File: config.mk
export PLATFORM = sky130hd
export DESIGN_NAME = reload_timer_pair
export DESIGN_NICKNAME = d
export VERILOG_FILES = /design/src/rtl/rtp_pkg.sv /design/src/rtl/rtp_prescaler.sv /design/src/rtl/rtp_edge_sync.sv /design/src/rtl/rtp_down_timer.sv /design/src/rtl/reload_timer_pair.sv
export SDC_FILE = /design/constraint.sdc
export NUM_CORES = 1
export LEC_CHECK = 0
export BUFFER_PORTS_ARGS = -buffer_cell sky130_fd_sc_hd__buf_2
export CAP_MARGIN = 10
export CORE_UTILIZATION = 40
export CTS_CLUSTER_SIZE = 25
export DETAILED_ROUTE_END_ITERATION = 10
export SLEW_MARGIN = 20
export SYNTH_ARGS = -nofsm -noshare
export SYNTH_HDL_FRONTEND = slang
export SYNTH_SLANG_ARGS = --single-unit
File: constraint.sdc
create_clock -name clk -period 3.06 [get_ports clk]
set_input_delay 0 -clock clk [delete_from_list [all_inputs] [get_ports clk]]
set_output_delay 0 -clock clk [all_outputs]
set_load 0.005 [all_outputs]
File: src/rtl/rtp_pkg.sv
package rtp_pkg;
    typedef enum logic {
        ST_WAKE = 1'b0,
        ST_RUN  = 1'b1
    } rtp_state_e;

    localparam logic       SRC_A_DIV16 = 1'b0;
    localparam logic       SRC_A_EXT   = 1'b1;
    localparam logic [1:0] SRC_B_DIV16 = 2'b00;
    localparam logic [1:0] SRC_B_DIV2  = 2'b01;
    localparam logic [1:0] SRC_B_CHAIN = 2'b10;
    localparam logic [1:0] SRC_B_EXT   = 2'b11;
endpackage

File: src/rtl/rtp_prescaler.sv
module rtp_prescaler #(
    parameter int DIV_LOG2 = 4
) (
    input  logic clk,
    input  logic rst_n,
    input  logic clr_i,
    output logic tick_slow_o,
    output logic tick_fast_o
);
    logic [DIV_LOG2-1:0] div_q;

    always_ff @(posedge clk or negedge rst_n) begin
        if (!rst_n)     div_q <= '0;
        else if (clr_i) div_q <= '0;
        else            div_q <= div_q + 1'b1;
    end

    assign tick_slow_o = &div_q;
    assign tick_fast_o = div_q[0];

    // a restart leaves a full divide period before the next slow tick
    assert_clear_restarts_R3: assert property (@(posedge clk) disable iff (!rst_n)
        clr_i |=> !tick_slow_o);
    // the slow tick never lasts two cycles
    assert_slow_tick_single_R7: assert property (@(posedge clk) disable iff (!rst_n)
        tick_slow_o |=> !tick_slow_o);
endmodule

File: src/rtl/rtp_edge_sync.sv
module rtp_edge_sync #(
    parameter int SYNC_STAGES = 2
) (
    input  logic clk,
    input  logic rst_n,
    input  logic pin_i,
    output logic rise_o
);
    logic [SYNC_STAGES:0] sync_q;

    always_ff @(posedge clk or negedge rst_n) begin
        if (!rst_n) sync_q <= '0;
        else        sync_q <= {sync_q[SYNC_STAGES-1:0], pin_i};
    end

    assign rise_o = sync_q[SYNC_STAGES-1] & ~sync_q[SYNC_STAGES];

    // one rising edge gives exactly one pulse
    assert_rise_single_R9: assert property (@(posedge clk) disable iff (!rst_n)
        rise_o |=> !rise_o);
endmodule

File: src/rtl/rtp_down_timer.sv
module rtp_down_timer #(
    parameter int           W       = 8,
    parameter logic [W-1:0] PRELOAD = '0
) (
    input  logic         clk,
    input  logic         rst_n,
    input  logic         force_i,
    input  logic         wr_i,
    input  logic [W-1:0] wr_data_i,
    input  logic         pulse_i,
    output logic         ovf_o
);
    logic [W-1:0] cnt_q;
    logic [W-1:0] lat_q;
    logic         at_zero;

    assign at_zero = (cnt_q == '0);
    assign ovf_o   = pulse_i & at_zero & ~force_i & ~wr_i;

    always_ff @(posedge clk or negedge rst_n) begin
        if (!rst_n) begin
            lat_q <= PRELOAD;
            cnt_q <= PRELOAD;
        end else if (force_i) begin
            lat_q <= PRELOAD;
            cnt_q <= PRELOAD;
        end else if (wr_i) begin
            lat_q <= wr_data_i;
            cnt_q <= wr_data_i;
        end else if (pulse_i) begin
            cnt_q <= at_zero ? lat_q : cnt_q - 1'b1;
        end
    end

    // a pulse on a nonzero count steps it down by one
    assert_step_down_R5: assert property (@(posedge clk) disable iff (!rst_n)
        (pulse_i && !force_i && !wr_i && cnt_q != '0) |=> cnt_q == W'($past(cnt_q) - 1'b1));
    // the overflow pulse reloads the latch value
    assert_reload_R5: assert property (@(posedge clk) disable iff (!rst_n)
        ovf_o |=> cnt_q == $past(lat_q));
    // a write loads the counter immediately
    assert_write_loads_R6: assert property (@(posedge clk) disable iff (!rst_n)
        (wr_i && !force_i) |=> cnt_q == $past(wr_data_i));
    // the forced preload lands in the counter and the latch
    assert_preload_R1: assert property (@(posedge clk) disable iff (!rst_n)
        force_i |=> (cnt_q == PRELOAD && lat_q == PRELOAD));
    // without a write or a preload the latch holds
    assert_latch_holds_R4: assert property (@(posedge clk) disable iff (!rst_n)
        (!force_i && !wr_i) |=> $stable(lat_q));
endmodule

File: src/rtl/reload_timer_pair.sv
module reload_timer_pair #(
    parameter int           W        = 8,
    parameter int           DIV_LOG2 = 4,
    parameter logic [W-1:0] PRE_A    = 8'hFF,
    parameter logic [W-1:0] PRE_B    = 8'h07
) (
    input  logic         clk,
    input  logic         rst_n,
    input  logic         stop_req,
    input  logic         lat_a_we,
    input  logic         lat_b_we,
    input  logic [W-1:0] lat_wdata,
    input  logic         src_a_sel,
    input  logic [1:0]   src_b_sel,
    input  logic         ext_clk,
    output logic         irq_a,
    output logic         irq_b,
    output logic         osc_ready
);
    import rtp_pkg::*;

    rtp_state_e state_q, state_d;
    logic running, stop_entry, wake_done;
    logic tick_slow, tick_fast, ext_rise;
    logic pulse_a, pulse_b, ovf_a, ovf_b;

    assign running    = (state_q == ST_RUN);
    assign stop_entry = running && stop_req;
    assign wake_done  = !running && ovf_b;

    rtp_prescaler #(.DIV_LOG2(DIV_LOG2)) u_presc (
        .clk(clk), .rst_n(rst_n), .clr_i(stop_entry),
        .tick_slow_o(tick_slow), .tick_fast_o(tick_fast)
    );

    rtp_edge_sync #(.SYNC_STAGES(2)) u_sync (
        .clk(clk), .rst_n(rst_n), .pin_i(ext_clk), .rise_o(ext_rise)
    );

    // count-source selection; WAKE forces the chained wake-up sources
    always_comb begin
        pulse_a = tick_slow;
        pulse_b = ovf_a;
        if (running) begin
            pulse_a = (src_a_sel == SRC_A_EXT) ? ext_rise : tick_slow;
            unique case (src_b_sel)
                SRC_B_DIV16: pulse_b = tick_slow;
                SRC_B_DIV2:  pulse_b = tick_fast;
                SRC_B_CHAIN: pulse_b = ovf_a;
                SRC_B_EXT:   pulse_b = ext_rise;
            endcase
        end
    end

    rtp_down_timer #(.W(W), .PRELOAD(PRE_A)) u_tmr_a (
        .clk(clk), .rst_n(rst_n), .force_i(stop_entry),
        .wr_i(lat_a_we && running), .wr_data_i(lat_wdata),
        .pulse_i(pulse_a), .ovf_o(ovf_a)
    );

    rtp_down_timer #(.W(W), .PRELOAD(PRE_B)) u_tmr_b (
        .clk(clk), .rst_n(rst_n), .force_i(stop_entry),
        .wr_i(lat_b_we && running), .wr_data_i(lat_wdata),
        .pulse_i(pulse_b), .ovf_o(ovf_b)
    );

    // next-state logic: stop_entry and wake_done
    always_comb begin
        state_d = state_q;
        unique case (state_q)
            ST_WAKE: if (ovf_b)    state_d = ST_RUN;
            ST_RUN:  if (stop_req) state_d = ST_WAKE;
        endcase
    end

    // state register
    always_ff @(posedge clk or negedge rst_n) begin
        if (!rst_n) state_q <= ST_WAKE;
        else        state_q <= state_d;
    end

    // output register
    always_ff @(posedge clk or negedge rst_n) begin
        if (!rst_n) begin
            osc_ready <= 1'b0;
            irq_a     <= 1'b0;
            irq_b     <= 1'b0;
        end else begin
            osc_ready <= wake_done;
            irq_a     <= running && ovf_a;
            irq_b     <= running && ovf_b;
        end
    end

    // a stop request in RUN enters WAKE
    assert_stop_enters_wake_R3: assert property (@(posedge clk) disable iff (!rst_n)
        stop_entry |=> state_q == ST_WAKE);
    // the release pulse is one cycle wide
    assert_release_single_R2: assert property (@(posedge clk) disable iff (!rst_n)
        osc_ready |=> !osc_ready);
    // release appears only on the WAKE-to-RUN step
    assert_release_on_exit_R2: assert property (@(posedge clk) disable iff (!rst_n)
        osc_ready |-> (state_q == ST_RUN && $past(state_q) == ST_WAKE));
    // no interrupt request stems from the wake sequence
    assert_no_irq_in_wake_R4: assert property (@(posedge clk) disable iff (!rst_n)
        (irq_a || irq_b) |-> $past(state_q) == ST_RUN);
endmodule

==> out/results.ini, run 1 <==
[status]
status = complete, no violations

[critical_path]
critPathRequiredTime_ps = 3250
startpoint = u_tmr_a.cnt_q[3]
cp-start-kind = flop
ff2ff_setup_slack_ps = 700
regToRegEndpoint = u_tmr_b.cnt_q[6]
end_kind = flop
worst-r2r-cell-count = 5
reg2reg_from = u_tmr_a.cnt_q[3]
crit_arrival_ps = 2550
path_class = flop to flop
critPathMaxFanout = 10

[clocking]
clk_pin_slew_worst_paths_ps = 80
cts_root_buf = clkbuf_8
clock_tree.buffer_depth = 2
cts_tree = yes
clock_sinks = 43
cts_buffers = 5
htree_levels = 2
cts_resized = 0
clk_latency_ps = 300

[die]
die_h_um = 78.3
core.rowCount = 27
ioPinCount = 20
die_x_um = 78.3
core_um2 = 5570
start_util_pct = 41.8
dieArea_um2 = 6140

[route]
drt_iter0_drc = 82
vias = 1897
detail-route-antenna-nets = 0
routed_wirelength_um = 5390
drc = 0
drtPass1Iterations = 5
wire_per_inst_um = 15.2
via_per_inst = 5.34

[synth]
synth.avg_cell_area_um2 = 9.18
ys_seq_area_share_pct = 47.3
syn_nets = 276
ys.flop_type = dfstp_2
synth_cell_type_count = 47
syn_area_um2 = 2330
ys_async_sr_fraction_pct = 100
yosysWarnings = 0
ys_seq_elements = 43
synth_edf_count = 0
postSynthCellCount = 254

[sta]
relSlewSlack_pct = 36.0
post-route-period-util_pct = 77.2
hold_viol = 0
fin_setup_tns_ps = 0
slew_violations = 0
finClkSkew_ps = 3.97
fin_crit_ps = 2360
tightest_slew_ps = 960
setup_viol_count_final = 0
max_freq_mhz = 424
rsz0062_at_grt = false

[cells_and_area]
fill_cells = 544
multi_input_area_um2 = 1150
drive_gt1_share_pct = 21.6
antenna_cells = 0
nNetsFinal = 304
seqCellArea_um2 = 1100
fin_cells = 355
stdcell_area_um2 = 2730
area_growth_pct = 17.2

[grt]
grt.overflow.total = 0
first_global_vias = 1911
grt_max_degree = 44
antenna_found_initial = 0
grt_pass1_wl_um = 9050
grt.total_usage_pct = 19.2

[min_path]
hold_path_end = u_tmr_b.lat_q[0]
hp-class = primary input to flop
worstHoldStart = lat_wdata[0]
min_path_cells = 3

[placed_design]
hpwlAfterDp_um = 3690
dp.cells = 335
routabilityCongestion = 0.816
numPortBuffers = 19
placed_area_um2 = 2470

[power]
power_density_nw_per_um2 = 640
p_leak_nw = 1.16
vdd_ir_drop_max_mv = 0.377

[flow_run]
max-cap-violations = 0

[how the worst max path moves through the flow]
stage,to,slack [ps],cells after the start
after global routing,u_tmr_b.cnt_q[3],480,8
after CTS,u_tmr_b.cnt_q[6],690,5
after floorplan,u_tmr_b.cnt_q[6],740,6
after global placement,u_tmr_b.cnt_q[6],740,5
after detailed placement,u_tmr_b.cnt_q[6],710,5
final,u_tmr_b.cnt_q[6],700,5
[cells by family after synthesis]
family / after synthesis / synth area share [%]
compound gates: 74 / 21.4
xor+xnor: 9 / 3.38
fa+ha+maj: 5 / 2.68
buf+inv: 19 / 3.38
flops: 43 / 47.3
mux: 3 / 1.40
simple gates: 101 / 20.5
[power breakdown]
part	internal [mW]	switching, mW	leakage, nW
Clock	0.326	0.208	0.0644
Sequential	0.730	0.103	0.501
Combinational	0.196	0.186	0.592
Total	1.25	0.496	1.16
[registers in the layout, indices dropped and copies added (netlist names), 3 cells and up]
| name | flops |
|---|---|
| u_tmr_a.cnt_q | 8 |
| u_tmr_a.lat_q | 8 |
| u_tmr_b.cnt_q | 8 |
| u_tmr_b.lat_q | 8 |
| u_presc.div_q | 4 |
| u_sync.sync_q | 3 |
[metal layers]
layer	track usage, %	part of all wire (%)
met1	24.5	49
met2	31.1	47
met3	4.07	1.9
met4	8.89	2.0
met5	0	0
[synth_stat cells, drive strengths merged, types with 3 or more instances]
library cell | n | share of area [%]
nand2 | 47 | 7.7
dfstp | 22 | 25
a21oi | 21 | 4.5
dfrtp | 21 | 23
nor2 | 18 | 2.9
o21ai | 13 | 2.8
clkbuf | 10 | 1.6
o211ai | 9 | 2.9
inv | 8 | 1.3
nor3 | 8 | 1.7
a31oi | 7 | 1.9
xnor2 | 7 | 2.6
and2 | 5 | 1.3
ha | 5 | 2.7
nand2b | 5 | 1.3
nand3 | 5 | 1.1
o22a | 3 | 1.1
[layout by cell type, fill, tap and decap left out, types with 2 or more instances in the layout]
master and instances:
bufinv_16 2, inv_1 8, dfstp_2 22, nand3_1 5, clkbuf_8 5, nand2b_1 5, a21oi_1 21, or3_1 2
o2111ai_1 2, o221ai_1 2, nor3_1 8, o22ai_1 2, o22a_1 3, or4b_2 2, and2_1 5, ha_1 5
nand2_1 46, dlygate4sd3_1 12, xnor2_1 7, a211oi_1 2, mux2_2 2, buf_2 19, o211ai_1 9, o31ai_1 2
xor2_1 2, nor2_1 18, a21boi_0 2, o21ai_0 13, nor4_1 2, a31oi_1 7, dfrtp_1 21
[cell type report]
cell class	count	share of cell area, %
timing repair buffer	32	8.15
multi-input combinational	192	42.1
clock buffer	5	2.52
clock inverter	3	2.47
sequential	43	40.4
inverter	8	1.10
tap	72	3.30
[worst max-delay path, stage by stage (launching register included)]
cell	delay, ps
dfstp_2	400
or4_4	540
or3_1	410
a211o_4	350
nand2_2	190
mux2_2	360
[stage by stage]
step | util (%) | hold WS [ps] | power (mW) | setup WS (ps)
2_1_floorplan | - | -296 | 1.11 | 736
4_1_cts | 49.0 | 43.0 | 1.76 | 693
3_3_place_gp | 44.4 | 109 | 1.21 | 744
3_5_place_dp | 44.4 | 110 | 1.21 | 707
5_1_grt | 49.0 | 65.8 | 1.86 | 480
6_report | 49.0 | 48.8 | 1.75 | 699
[what timing repair did]
| item | 4_1_cts | 5_1_grt |
|---|---|---|
| setup buffers | 0 | 0 |
| hold buffers | 12 | 0 |
| endpoints found under the hold margin | 34 | 0 |
Note: power is estimated with default switching activity, not from simulation.
==> inputs of run 2 (changes only) <==
--- a/config.mk
+++ b/config.mk
@@ -5,6 +5,7 @@
 export SDC_FILE = /design/constraint.sdc
 export NUM_CORES = 1
 export LEC_CHECK = 0
+export ABC_AREA = 1
 export BUFFER_PORTS_ARGS = -buffer_cell sky130_fd_sc_hd__buf_2
 export CAP_MARGIN = 10
 export CORE_UTILIZATION = 40
==> constraint.sdc (replaced) <==
create_clock -name clk -period 2.18 [get_ports clk]
set_input_delay 0 -clock clk [delete_from_list [all_inputs] [get_ports clk]]
set_output_delay 0 -clock clk [all_outputs]
set_load 0.005 [all_outputs]
==> out/results.ini, run 2 <==
[route]
detail-route-antenna-nets = 0
vias = 1996
routed_wirelength_um = 5310
drt_iter0_drc = 112
drc = 0
via_per_inst = 4.80
wire_per_inst_um = 12.8
drtPass1Iterations = 4

[power]
power_density_nw_per_um2 = 1420
p_switching_mw = 1.73
p_int_mw = 2.21
swShare_pct = 43.8
combPwrFrac_pct = 48.3
power_frac_clock_pct = 13.4
p_leak_nw = 1.47
seq_power_share_pct = 38.2
vdd_ir_drop_max_mv = 0.669

[synth]
synth.avg_cell_area_um2 = 7.88
synth_cell_type_count = 34
synth_top_cell_area_share_pct = 23.6
postSynthCellCount = 311
yosysTopAreaCell = dfstp_2
synth_edf_count = 0
syn_nets = 333
yosysWarnings = 0
netlist_top_cells_area = dfstp_2 24%, dfrtp_1 21%, nand2_1 12%, nor2_1 6.1%, o21ai_0 4.9%
ys_seq_elements = 43
synth_most_common_cell = nand2_1
syn_area_um2 = 2450
synthTopCellsByCount = 81 x nand2_1, 40 x nor2_1, 29 x inv_1, 24 x o21ai_0
ys_async_sr_fraction_pct = 100
ys.flop_type = dfstp_2
ys_seq_area_share_pct = 45.0

[die]
start_util_pct = 41.4
core.rowCount = 28
die_x_um = 80.3
ioPinCount = 20
dieArea_um2 = 6440
core_um2 = 5920
die_h_um = 80.3

[sta]
max_freq_mhz = 577
rsz0062_at_grt = false
hold_viol = 0
slew_violations = 0
tightest_slew_ps = 948
fin_setup_tns_ps = 0
final.setup.worst_slack_ps = 446
finClkSkew_ps = 12.8
relSlewSlack_pct = 36.8
post-route-period-util_pct = 79.5
setup_viol_count_final = 0
fin_crit_ps = 1730

[clocking]
post_cts_buffers = 0
cts_resized = 0
clk_pin_slew_worst_paths_ps = 90
clock_tree.buffer_depth = 2
cts_tree = yes
cts_root_buf = clkbuf_8
clock_sinks = 43
clk_latency_ps = 300
htree_levels = 2
cts_buffers = 5

[cells_and_area]
nNetsFinal = 362
layout_commonest_cell = nand2_1
antenna_cells = 0
drive_gt1_share_pct = 22.3
fill_cells = 593
fin_cells = 416
area_growth_pct = 13.2
seqCellArea_um2 = 1100
postLayoutCoreUtil_pct = 46.9
multi_input_area_um2 = 1180
final_cell_mix = 81 x nand2_1, 40 x nor2_1, 29 x inv_1
stdcell_area_um2 = 2780

[grt]
grt_max_degree = 44
grt_pass1_wl_um = 8850
grt.overflow.total = 0
first_global_vias = 1910
antenna_found_initial = 0
grt.total_usage_pct = 18.6

[critical_path]
critPathRequiredTime_ps = 2380
cp-start-kind = flop
critPathMaxFanout = 14
path_class = flop to flop
crit_arrival_ps = 1930
end_kind = flop

[status]
status = complete, no violations

[placed_design]
numPortBuffers = 19
hpwlAfterDp_um = 4020
routabilityCongestion = 0.852
pre_cts_slack_ps = 426
dp.cells = 401
placed_area_um2 = 2610

[min_path]
hp-class = primary input to flop

[flow_run]
max-cap-violations = 0

## run 2: final timing paths
kind | cells after the start | slack, ps | to | start
max | 7 | 450 | u_tmr_b.cnt_q[3] | running
min | 3 | 6 | u_tmr_b.lat_q[0] | lat_wdata[0]
max reg2reg | 7 | 450 | u_tmr_b.cnt_q[3] | running
min reg2reg | 0 | 350 | u_sync.sync_q[1] | u_sync.sync_q[0]
max in group asynchronous | 2 | 1200 | irq_a | rst_n
min in group asynchronous | 2 | 370 | u_tmr_b.lat_q[6] | rst_n
## run 2: kinds of logic (layout without fill, tap and decap cells)
family,after synthesis,count (layout),share of synthesized area [%]
AOI/OAI and AO/OA,57,57,12.4
buffers and inverters,40,70,6.89
xor gates and xnor gates,3,3,1.07
and+or+nand+nor,163,163,32.1
adders and majority gates,5,5,2.55
DFF,43,43,45.0
## run 2: metrics by stage
stage / power, mW / hold slack, ps
6_report: 3.94 / 6.16
3_3_place_gp: 3.40 / 109
3_5_place_dp: 3.43 / 110
2_1_floorplan: 3.01 / -296
5_1_grt: 4.32 / 3.02
4_1_cts: 3.98 / 1.61
## run 2: power groups by stage
stage | Clock [mW] | Sequential, mW | Combinational [mW]
final | 0.529 | 1.51 | 1.90
after global routing | 0.582 | 1.56 | 2.18
after CTS | 0.546 | 1.51 | 1.92
after detailed placement | 0 | 1.52 | 1.91
after global placement | 0 | 1.52 | 1.89
after floorplan | 0 | 1.43 | 1.58
## run 2: cell type report
type | count | share of cell area [%]
Clock buffer | 7 | 3.11
Multi-Input combinational cell | 228 | 42.5
Clock inverter | 1 | 0.180
Inverter | 36 | 5.14
Sequential cell | 43 | 39.8
Tap cell | 75 | 3.38
Timing Repair Buffer | 26 | 5.95
## run 2: per-layer routing
metal  share of wire (%)  GRT usage (%)  vias up
met5                   0              0        -
met3                 3.1           4.89        9
met2                  46           28.5       30
li1                    -              -     1059
met1                  50           25.0      898
met4                 1.7           6.79        0
## run 2: worst max-delay path: stages (launching register included)
cell     delay (ps)
dfrtp_1         680
nand2_4         150
inv_2           270
nor2_8           70
nand4_4         110
nand3_2         180
nand2_1         130
nand2_1          60
## run 2: what timing repair did
| action | CTS | global route |
|---|---|---|
| hold endpoints to repair | 28 | 0 |
| hold buffers | 7 | 0 |
| endpoints found under the setup margin | 0 | 0 |
==> inputs of run 3 (changes only) <==
==> constraint.sdc (replaced) <==
create_clock -name clk -period 1.71 [get_ports clk]
set_input_delay 0 -clock clk [delete_from_list [all_inputs] [get_ports clk]]
set_output_delay 0 -clock clk [all_outputs]
set_load 0.005 [all_outputs]
==> out/results.ini, run 3 (same netlist as run 2, synthesis figures left out) <==
[sta]
post-route-period-util_pct = 92.5
relSlewSlack_pct = 64.4
setup_viol_count_final = 0
rsz0062_at_grt = false
hold_viol = 0
final.setup.worst_slack_ps = 129
fin_setup_tns_ps = 0
finClkSkew_ps = 5.83
tightest_slew_ps = 529
fin_crit_ps = 1580
max_freq_mhz = 633
slew_violations = 0

[grt]
grt_max_degree = 24
grt_pass1_wl_um = 9440
grt.overflow.total = 0
grt.total_usage_pct = 19.3
antenna_found_initial = 0
first_global_vias = 2034

[critical_path]
crit_arrival_ps = 1820
critPathBufInv = 1
end_kind = flop
path_cells = inv_1 > ha_2 > nand2_2 > nor2_8 > nand4_4 > nand2_4 > nor2_4 > nand2_1 > nand2_1
cp-start-kind = flop
path_common_cell = nand2_1
path_class = flop to flop
critPathMaxFanout = 10
critPathMaxStageDelay_ps = 550
path_delay_family = simple AND/OR/NAND/NOR gates
critPathSlowestCell = dfstp_2
critPathRequiredTime_ps = 1950

[power]
vdd_ir_drop_max_mv = 0.621
power_density_nw_per_um2 = 1820
total_power_mw = 5.29
p_leak_nw = 1.53

[cells_and_area]
nNetsFinal = 370
layout_commonest_cell = nand2_1
antenna_cells = 0
final_cell_mix = 80 x nand2_1, 39 x nor2_1, 29 x inv_1
drive_gt1_share_pct = 24.4
postLayoutCoreUtil_pct = 49.1
fill_cells = 578
area_growth_pct = 18.6

[placed_design]
routabilityCongestion = 0.868
hpwlAfterDp_um = 4080
pre_cts_slack_ps = 57.6
numPortBuffers = 19

[die]
die_h_um = 80.3
die_x_um = 80.3
ioPinCount = 20
dieArea_um2 = 6440
core.rowCount = 28
core_um2 = 5920
start_util_pct = 41.4

[min_path]
hp-class = primary input to flop

[clocking]
clock_tree.buffer_depth = 2
clk_latency_ps = 300
cts_root_buf = clkbuf_8
htree_levels = 2
clock_sinks = 43
clk_pin_slew_worst_paths_ps = 90
cts_tree = yes
cts_buffers = 5

[route]
drtPass1Iterations = 4
detail-route-antenna-nets = 0
routed_wirelength_um = 5580
vias = 2106
drt_iter0_drc = 130
via_per_inst = 4.97
wire_per_inst_um = 13.2
drc = 0

[flow_run]
max-cap-violations = 0

[status]
status = complete, no violations

-- run 3: area by class of cell --
| class | instances | area [um^2] | area share [%] |
|---|---|---|---|
| Clock buffer | 5 | 68.8 | 2.37 |
| Clock inverter | 3 | 47.5 | 1.64 |
| Inverter | 36 | 145 | 4.99 |
| Multi-Input combinational cell | 228 | 1200 | 41.4 |
| Sequential cell | 43 | 1100 | 38.0 |
| Tap cell | 75 | 93.8 | 3.23 |
| Timing Repair Buffer | 34 | 245 | 8.43 |
-- run 3: per-stage QoR --
step	hold WS, ps	std cells	instance area, um^2
floorplan	-296	311	2450
global placement	-11.1	405	2660
detailed placement	5.15	405	2660
CTS	17.4	423	2870
global route	31.5	424	2910
finish	30.7	424	2910
-- run 3: final timing paths --
kind                       slack, ps             start               end  depth (start not counted)
hold reg to reg                  360  u_sync.sync_q[0]  u_sync.sync_q[1]                          0
setup reg to reg                 130  u_tmr_a.cnt_q[0]  u_tmr_b.cnt_q[4]                          9
hold / removal                    30          lat_a_we  u_tmr_a.lat_q[4]                          4
max in group asynchronous        920             rst_n  u_tmr_a.lat_q[5]                          3
setup / recovery                 130  u_tmr_a.cnt_q[0]  u_tmr_b.cnt_q[4]                          9
min in group asynchronous        200             rst_n  u_tmr_b.cnt_q[5]                          2
-- run 3: tightest hold or removal path: stages --
cell     delay, ps
buf_2          100
nand2_4         90
nand2_1         90
nand2_1         50
-- run 3: what timing repair did --
action,CTS,global route
endpoints found under the hold margin,25,0
setup endpoints to repair,0,11
hold buffers,10,0
buffers inserted,0,1
resized for setup,0,7
-- run 3: routing by layer --
layer,up-vias,GRT usage [%],wire [um]
met1,982,25.4,2730
met3,6,4.09,205
li1,1072,-,-
met2,46,31.0,2590
met5,-,0,0
met4,0,6.96,54
-- run 3: report_power, final --
group          internal (mW)  leakage (nW)  total, mW  switching [mW]
Sequential              1.62         0.496       1.88           0.255
Clock                  0.443        0.0587      0.825           0.382
Combinational          0.942         0.977       2.59            1.65
Total                   3.01          1.53       5.29            2.29
